[src/rtl/vstat_pkg.sv]
`timescale 1ns/1ps
package vstat_pkg;

  typedef enum logic [1:0] {
    SEL_NMI   = 2'd0,
    SEL_IRQ   = 2'd1,
    SEL_BLANK = 2'd2,
    SEL_NONE  = 2'd3
  } port_sel_e;

  // first line of vertical blank for the selected picture height
  function automatic logic [31:0] blank_line(input logic ovs,
                                             input logic [31:0] std_l,
                                             input logic [31:0] ovs_l);
    return ovs ? ovs_l : std_l;
  endfunction

  function automatic logic in_vblank(input logic [31:0] v, input logic [31:0] start);
    return v >= start;
  endfunction

  function automatic logic in_hblank(input logic [31:0] h,
                                     input logic [31:0] lead_end,
                                     input logic [31:0] trail_start);
    return (h <= lead_end) || (h >= trail_start);
  endfunction

  // window of span lines beginning at the blank start
  function automatic logic in_joy_window(input logic [31:0] v,
                                         input logic [31:0] start,
                                         input logic [31:0] span);
    return (v >= start) && (v < start + span);
  endfunction

endpackage

[src/rtl/vstat_sticky_flag.sv]
`timescale 1ns/1ps
module vstat_sticky_flag (
  input  logic clk,
  input  logic rst_n,
  input  logic set_ev,
  input  logic clr_ev,
  output logic flag
);
  // set has priority over clear
  always_ff @(posedge clk) begin
    if (!rst_n)      flag <= 1'b0;
    else if (set_ev) flag <= 1'b1;
    else if (clr_ev) flag <= 1'b0;
  end
endmodule

[src/rtl/vstat_vblank_edge.sv]
`timescale 1ns/1ps
module vstat_vblank_edge #(
  parameter int VCW     = 9,
  parameter int VBL_STD = 225,
  parameter int VBL_OVS = 240
) (
  input  logic           clk,
  input  logic           rst_n,
  input  logic [VCW-1:0] vcount,
  input  logic           overscan,
  input  logic           nmi_enable,
  output logic           rise,
  output logic           fall,
  output logic           nmi_req
);
  import vstat_pkg::*;

  logic valid_now;
  logic valid_q;

  assign valid_now = in_vblank(32'(vcount),
                               blank_line(overscan, 32'(VBL_STD), 32'(VBL_OVS)));
  assign rise = valid_now & ~valid_q;
  assign fall = ~valid_now & valid_q;

  always_ff @(posedge clk) begin
    if (!rst_n) begin
      valid_q <= 1'b0;
      nmi_req <= 1'b0;
    end else begin
      valid_q <= valid_now;
      nmi_req <= rise & nmi_enable;
    end
  end
endmodule

[src/rtl/vstat_read_mux.sv]
`timescale 1ns/1ps
module vstat_read_mux #(
  parameter int         HCW       = 11,
  parameter int         VCW       = 9,
  parameter int         VBL_STD   = 225,
  parameter int         VBL_OVS   = 240,
  parameter int         HBL_LEAD  = 2,
  parameter int         HBL_TRAIL = 1096,
  parameter int         JOY_SPAN  = 3,
  parameter logic [3:0] REV_CODE  = 4'h2
) (
  input  logic           rd_strobe,
  input  logic [1:0]     rd_addr,
  input  logic           nmi_flag,
  input  logic           irq_flag,
  input  logic [HCW-1:0] hcount,
  input  logic [VCW-1:0] vcount,
  input  logic           overscan,
  input  logic [7:0]     open_bus,
  output logic [7:0]     rd_data
);
  import vstat_pkg::*;

  logic [31:0] start_l;
  logic        vb, hb, joy;

  assign start_l = blank_line(overscan, 32'(VBL_STD), 32'(VBL_OVS));
  assign vb  = in_vblank(32'(vcount), start_l);
  assign hb  = in_hblank(32'(hcount), 32'(HBL_LEAD), 32'(HBL_TRAIL));
  assign joy = in_joy_window(32'(vcount), start_l, 32'(JOY_SPAN));

  always_comb begin
    rd_data = open_bus;
    if (rd_strobe) begin
      unique case (port_sel_e'(rd_addr))
        SEL_NMI:   rd_data = {nmi_flag, open_bus[6:4], REV_CODE};
        SEL_IRQ:   rd_data = {irq_flag, open_bus[6:0]};
        SEL_BLANK: rd_data = {vb, hb, open_bus[5:1], joy};
        SEL_NONE:  rd_data = open_bus;
      endcase
    end
  end
endmodule

[src/rtl/vstat_regs.sv]
`timescale 1ns/1ps
module vstat_regs #(
  parameter int         HCW       = 11,
  parameter int         VCW       = 9,
  parameter int         VBL_STD   = 225,
  parameter int         VBL_OVS   = 240,
  parameter int         HBL_LEAD  = 2,
  parameter int         HBL_TRAIL = 1096,
  parameter int         JOY_SPAN  = 3,
  parameter logic [3:0] REV_CODE  = 4'h2
) (
  input  logic           clk,
  input  logic           rst_n,
  input  logic [HCW-1:0] hcount,
  input  logic [VCW-1:0] vcount,
  input  logic           overscan,
  input  logic           nmi_enable,
  input  logic           irq_set,
  input  logic           rd_strobe,
  input  logic [1:0]     rd_addr,
  input  logic [7:0]     open_bus,
  output logic [7:0]     rd_data,
  output logic           nmi_req,
  output logic           irq_line
);
  import vstat_pkg::*;

  // named internal events, observed by the bound checker
  logic nmi_rise, nmi_fall, nmi_rd_clr, irq_rd_clr, nmi_flag;

  assign nmi_rd_clr = rd_strobe && (rd_addr == SEL_NMI);
  assign irq_rd_clr = rd_strobe && (rd_addr == SEL_IRQ);

  vstat_vblank_edge #(.VCW(VCW), .VBL_STD(VBL_STD), .VBL_OVS(VBL_OVS)) u_edge (
    .clk(clk), .rst_n(rst_n), .vcount(vcount), .overscan(overscan),
    .nmi_enable(nmi_enable), .rise(nmi_rise), .fall(nmi_fall), .nmi_req(nmi_req)
  );

  vstat_sticky_flag u_nmi_flag (
    .clk(clk), .rst_n(rst_n), .set_ev(nmi_rise),
    .clr_ev(nmi_fall | nmi_rd_clr), .flag(nmi_flag)
  );

  vstat_sticky_flag u_irq_flag (
    .clk(clk), .rst_n(rst_n), .set_ev(irq_set),
    .clr_ev(irq_rd_clr), .flag(irq_line)
  );

  vstat_read_mux #(
    .HCW(HCW), .VCW(VCW), .VBL_STD(VBL_STD), .VBL_OVS(VBL_OVS),
    .HBL_LEAD(HBL_LEAD), .HBL_TRAIL(HBL_TRAIL), .JOY_SPAN(JOY_SPAN), .REV_CODE(REV_CODE)
  ) u_mux (
    .rd_strobe(rd_strobe), .rd_addr(rd_addr), .nmi_flag(nmi_flag), .irq_flag(irq_line),
    .hcount(hcount), .vcount(vcount), .overscan(overscan), .open_bus(open_bus),
    .rd_data(rd_data)
  );
endmodule

[config.mk]
export PLATFORM = sky130hd
export DESIGN_NAME = vstat_regs
export DESIGN_NICKNAME = d
export VERILOG_FILES = /design/src/rtl/vstat_pkg.sv /design/src/rtl/vstat_sticky_flag.sv /design/src/rtl/vstat_vblank_edge.sv /design/src/rtl/vstat_read_mux.sv /design/src/rtl/vstat_regs.sv
export SDC_FILE = /design/constraint.sdc
export NUM_CORES = 1
export LEC_CHECK = 0
export BUFFER_PORTS_ARGS = -buffer_cell sky130_fd_sc_hd__buf_2
export CAP_MARGIN = 10
export CORE_MARGIN = 3
export CORE_UTILIZATION = 34
export DETAILED_ROUTE_END_ITERATION = 8
export PLACE_DENSITY = 0.73
export SLEW_MARGIN = 15
export SYNTH_ARGS = -nofsm -noshare
export SYNTH_HDL_FRONTEND = slang
export SYNTH_HIERARCHICAL = 1
export SYNTH_SLANG_ARGS = --single-unit
[constraint.sdc]
create_clock -name clk -period 3.6 [get_ports clk]
set_input_delay 0.72 -clock clk [delete_from_list [all_inputs] [get_ports clk]]
set_output_delay 0.72 -clock clk [all_outputs]
set_load 0.02 [all_outputs]
Word level (Yosys, flattened, before mapping)
Cells that the tools add are included.
{"block": "totals", "reg_bits": 4, "in_bits": 36, "output_inout_bits": 10, "elab_cells": 32}
{"block": "op_classes", "addsub": 1, "magnitude_cmp": 4, "eq_ne": 3, "muxes": 7, "bitwise_logic": 6, "reduce_logical": 7}
{"operator": "adder 32 x 2 -> 32 bit (second input constant)", "n": 1}
{"operator": "greater-or-equal comparator 9 x 32 -> 1 bit", "n": 1}
{"operator": "< comparator 9 x 32 -> 1 bit", "n": 1}
{"operator": "case mux 8 bit (4 select lines)", "n": 1}
{"operator": "greater-or-equal comparator 11 bit (second input constant)", "n": 1}
{"operator": "<= comparator 11 x 2 -> 1 bit (second input constant)", "n": 1}
{"operator": "two-way mux 8 bit", "n": 1}
{"operator": "two-way mux 5 bit", "n": 1}
{"operator": "equality test 2 bit (second input constant)", "n": 2}
{"operator": "two-way mux 1 bit", "n": 4}
{"operator": "nonzero test 2 bit", "n": 2}
{"operator": "AND 1 bit", "n": 3}
{"operator": "logical AND 1 bit", "n": 3}
{"operator": "equality test 2 x 1 -> 1 bit (second input constant)", "n": 1}
{"operator": "zero test 2 bit", "n": 1}
{"operator": "NOT 1 bit", "n": 2}
{"operator": "logical OR 1 bit", "n": 1}
{"operator": "OR 1 bit", "n": 1}

Longest topological paths before layout
{"block": "depth", "word_depth": 7, "depth_mapped": 8, "mapped_depth_nobuf": 8}

By module
The synthesis kept the hierarchy.
{"mod": "vstat_read_mux", "instances": 1, "cells_per_inst": 37, "area_per_inst_um2": 276.5, "seq_area_each_um2": 0.0}
{"mod": "vstat_vblank_edge", "instances": 1, "cells_per_inst": 15, "area_per_inst_um2": 132.6, "seq_area_each_um2": 40.0}
{"mod": "vstat_sticky_flag", "instances": 2, "cells_per_inst": 3, "area_per_inst_um2": 41.3, "seq_area_each_um2": 20.0}
{"mod": "vstat_regs", "instances": 1, "cells_per_inst": 4, "area_per_inst_um2": 32.5, "seq_area_each_um2": 0.0}

Worst setup path after synthesis
Ideal clock, no wire load.
{"block": "synth_path", "path_type": "input-to-output", "from": "input port overscan", "to": "output port rd_data[7]", "arrival_time_ns": 1.802, "required_ns": 2.880, "setup_slack_ns": 1.078, "cell_stages": 6, "n_path_buf": 0, "cell_sequence": "inv_1 > ha_1 > nor4_1 > a21boi_0 > nor2_1 > o21ai_0"}
{"block": "synth_via", "elab_chain_cells": 4}
{"item": "from (decl)", "line": "vstat_regs.sv:16", "rtl": "input logic overscan,"}
{"item": "two-way mux 5 bit", "line": "vstat_pkg.sv:15", "rtl": "return ovs ? ovs_l : std_l;"}
{"item": "greater-or-equal comparator 9 x 32 -> 1 bit", "line": "vstat_pkg.sv:19", "rtl": "return v >= start;"}
{"item": "case mux 8 bit (4 select lines)", "line": "vstat_read_mux.sv:35", "rtl": "unique case (port_sel_e'(rd_addr))"}
{"item": "two-way mux 8 bit", "line": "vstat_read_mux.sv:34", "rtl": "if (rd_strobe) begin"}
{"item": "to (decl)", "line": "vstat_regs.sv:22", "rtl": "output logic [7:0] rd_data,"}
No other way between the ends. The select of a mux whose other input is x is not followed.

Worst setup path in the final report
{"block": "layout_path", "from": "input port overscan", "to": "output port rd_data[0]"}
{"block": "layout_via", "elab_chain_cells": 6, "elab_cells_between_ends": 7, "cone_classes": "1 x add/sub; 2 x order compare; 3 x mux; 1 x reduce/logical"}
{"item": "two-way mux 5 bit *", "line": "vstat_pkg.sv:15"}
{"item": "adder 32 x 2 -> 32 bit", "line": "vstat_pkg.sv:32", "rtl": "return (v >= start) && (v < start + span);"}
{"item": "< comparator 9 x 32 -> 1 bit", "line": "vstat_pkg.sv:32"}
{"item": "logical AND 1 bit *", "line": "vstat_pkg.sv:32"}
{"item": "case mux 8 bit (4 select lines) *", "line": "vstat_read_mux.sv:35"}
{"item": "two-way mux 8 bit *", "line": "vstat_read_mux.sv:34"}
Every way passes the cells marked *; elsewhere a longest branch is shown, timed or not. The select of a mux whose other input is x is not followed.

==> metrics.cfg <==
[yosys]
synth_top_area_share_pct=16.7
synth_fp_nets=105
synthTopCellsByArea=ha_1 17%, dfxtp_1 15%, nor2b_4 5.3%
synthCells=62
yosys.cell_types.count=31
seq_area_frac_synth_pct=15.3
synth.largest_area_cell=ha_1
syn_avg_cell_area_um2=8.46
syn_area_um2=524
ys_ff_latch=4
synth_warnings=6

[clock_network]
cts_max_path_buffers=2
cts_tree=built
htree_levels=1
cts_root_buf=clkbuf_4
cts_resized=0
clkTransAtPathRegs_ns=0.04
hold_buffers=0
numCtsBuffers=3
clk_latency_ns=0.23
cts.sinks=4
postCtsSetupRepairBufs=0

[placement]
port-buffer-count=41
gp_congestion=0.696
dp_hpwl_um=1210
pre_cts_ws_ns=0.882
place_inst=116

[route]
drtIter0Drc=1
wl_per_cell_um=11.3
wl_um=1350
ant_nets=0
vias=603
vias_per_cell=5.07
dr.pass1.iters=2
drc_errors=0

[global_routing]
grt_pass1_wl_um=2190
grtUsageTotal_pct=14.6
antenna_found_initial=0
grt_max_degree=7
grt_overflow_total=0
grt_pass1_vias=545

[setup_path]
crit_path_frequent_cell=buf_2
cp-start-kind=primary input
cp.buffers_inverters=3
cp-end-kind=output pin
cpPeakStageDelay_ns=0.28
critPathRequiredTime_ns=2.88
path_cells=buf_2, inv_1, ha_1, nor4_1, a21boi_0, a32o_1, buf_2
slowest_stage=ha_1
crit_type=primary input to output pin
cp_top_family=compound AO/OA/AOI/OAI gates
cp_data_arrival_time_ns=2.03
cp_max_fo=4

[sta]
min_period_ns=2.75
drv_slew=0
relSlewSlack_pct=68.1
worst_slack_ns=0.849
clock_skew_ns=0.00121
worstMarginPinSlew_ns=0.467
tns_ns=0
fmaxAchievable_mhz=363
finalCritPeriodShare_pct=76.4
final-hold-violation-count=0
setup_viol=0
rsz0062_at_grt=false

[cells_and_area]
drive_above_1_share_pct=49.0
final_cells=119
area_growth_pct=44.2
num-nets-final=149
diodes=0
final_core_util_pct=55.3

[floorplanning]
core_um2=1370
rows=13
start_util_pct=38.4
die_area_um2=2050
io_pins=46
die_w_um=45.3
die_y_um=45.3

[run]
cap_violations=0

[status]
status=completed

[min_path]
hold_class=flip-flop to flip-flop

[pwr]
p_per_area_nw_per_um2=234
p_leak_uw=0.000415
ir_drop_mv=0.162

-- logic make-up (layout without fill, tap and decap cells) --
kind of cell             count (synthesis)  count (layout)  synth area share (%)
flip-flops                               4               4                  15.3
AO/OA/AOI/OAI                           16              16                  23.2
buffers and inverters                    8              50                  7.16
multiplexers                             2               2                  6.92
adder cells (fa/ha/maj)                  7               7                  16.7
AND/OR/NAND/NOR                         25              25                  30.8
-- final cells by class --
cell class	count	area, µm²
Multi-Input combinational cell	50	407
Inverter	6	22.5
Timing Repair Buffer	41	205
Tap cell	15	18.8
Sequential cell	4	80.1
Fill cell	144	611
Clock buffer	3	22.5
-- Yosys cell counts --
cell / count
ha_1: 7
inv_1: 6
nor2_1: 5
dfxtp_1: 4
nor2b_1: 3
nor4_1: 3
o21a_1: 3
a21boi_0: 2
buf_4: 2
nand2_1: 2
nand4_1: 2
nor2b_4: 2
nor3_1: 2
o21ai_0: 2
a2111oi_0: 1
a211oi_1: 1
a21o_2: 1
a21oi_1: 1
a31oi_1: 1
a32o_1: 1
a41oi_1: 1
and3_1: 1
and3b_2: 1
mux2i_1: 1
mux4_1: 1
nand2b_1: 1
nand2b_4: 1
nand3_1: 1
o21bai_2: 1
o31ai_1: 1
or2_2: 1
-- flip-flops by register name, indices dropped and copies added, names as in the netlist --
register	flops
u_edge/nmi_req	1
u_edge/valid_q	1
u_irq_flag/flag	1
u_nmi_flag/flag	1
-- worst paths after layout --
| check | cells past startpoint | end | start | slack (ns) |
|---|---|---|---|---|
| worst max-delay path | 7 | rd_data[0] | overscan | 0.85 |
| worst min-delay path | 1 | u_edge/nmi_req | u_edge/valid_q | 0.44 |
| worst max register to register | 4 | u_nmi_flag/flag | u_edge/valid_q | 2.70 |
| worst min register to register | 1 | u_edge/nmi_req | u_edge/valid_q | 0.44 |
-- where the power goes --
group / switching, µW / total, µW / internal (µW) / leakage (µW)
clock: 17.9 / 55.2 / 37.3 / 0.0000138
sequential: 1.43 / 49.1 / 47.6 / 0.0000333
combinational: 35.7 / 72.6 / 36.9 / 0.000368
total: 55.0 / 177 / 122 / 0.000415
-- per-stage QoR --
stage | hold slack [ns] | instance area (µm²) | total power [µW]
2_1_floorplan | 0.406 | 524 | 92.0
3_3_place_gp | 0.428 | 733 | 121
3_5_place_dp | 0.430 | 733 | 123
4_1_cts | 0.439 | 756 | 181
5_1_grt | 0.470 | 756 | 193
6_report | 0.437 | 756 | 177
-- metal layers --
layer	track usage, %	up-vias	share of wire [%]
li1	-	319	-
met1	16.7	259	39
met2	24.9	25	49
met3	3.98	0	12
met4	7.02	0	0
met5	0	-	0
-- cell usage in the layout (no fill, tap or decap), types with 2 or more instances in the layout --
cell type,n
nor2b_4,2
nand2_1,2
o21a_1,3
nor3_1,2
o21ai_0,2
inv_1,6
dfxtp_1,4
nand4_1,2
ha_1,7
nor4_1,3
buf_2,41
nor2_1,5
nor2b_1,3
a21boi_0,2
clkbuf_4,3
No activity file was read; power rests on OpenSTA's default activity.
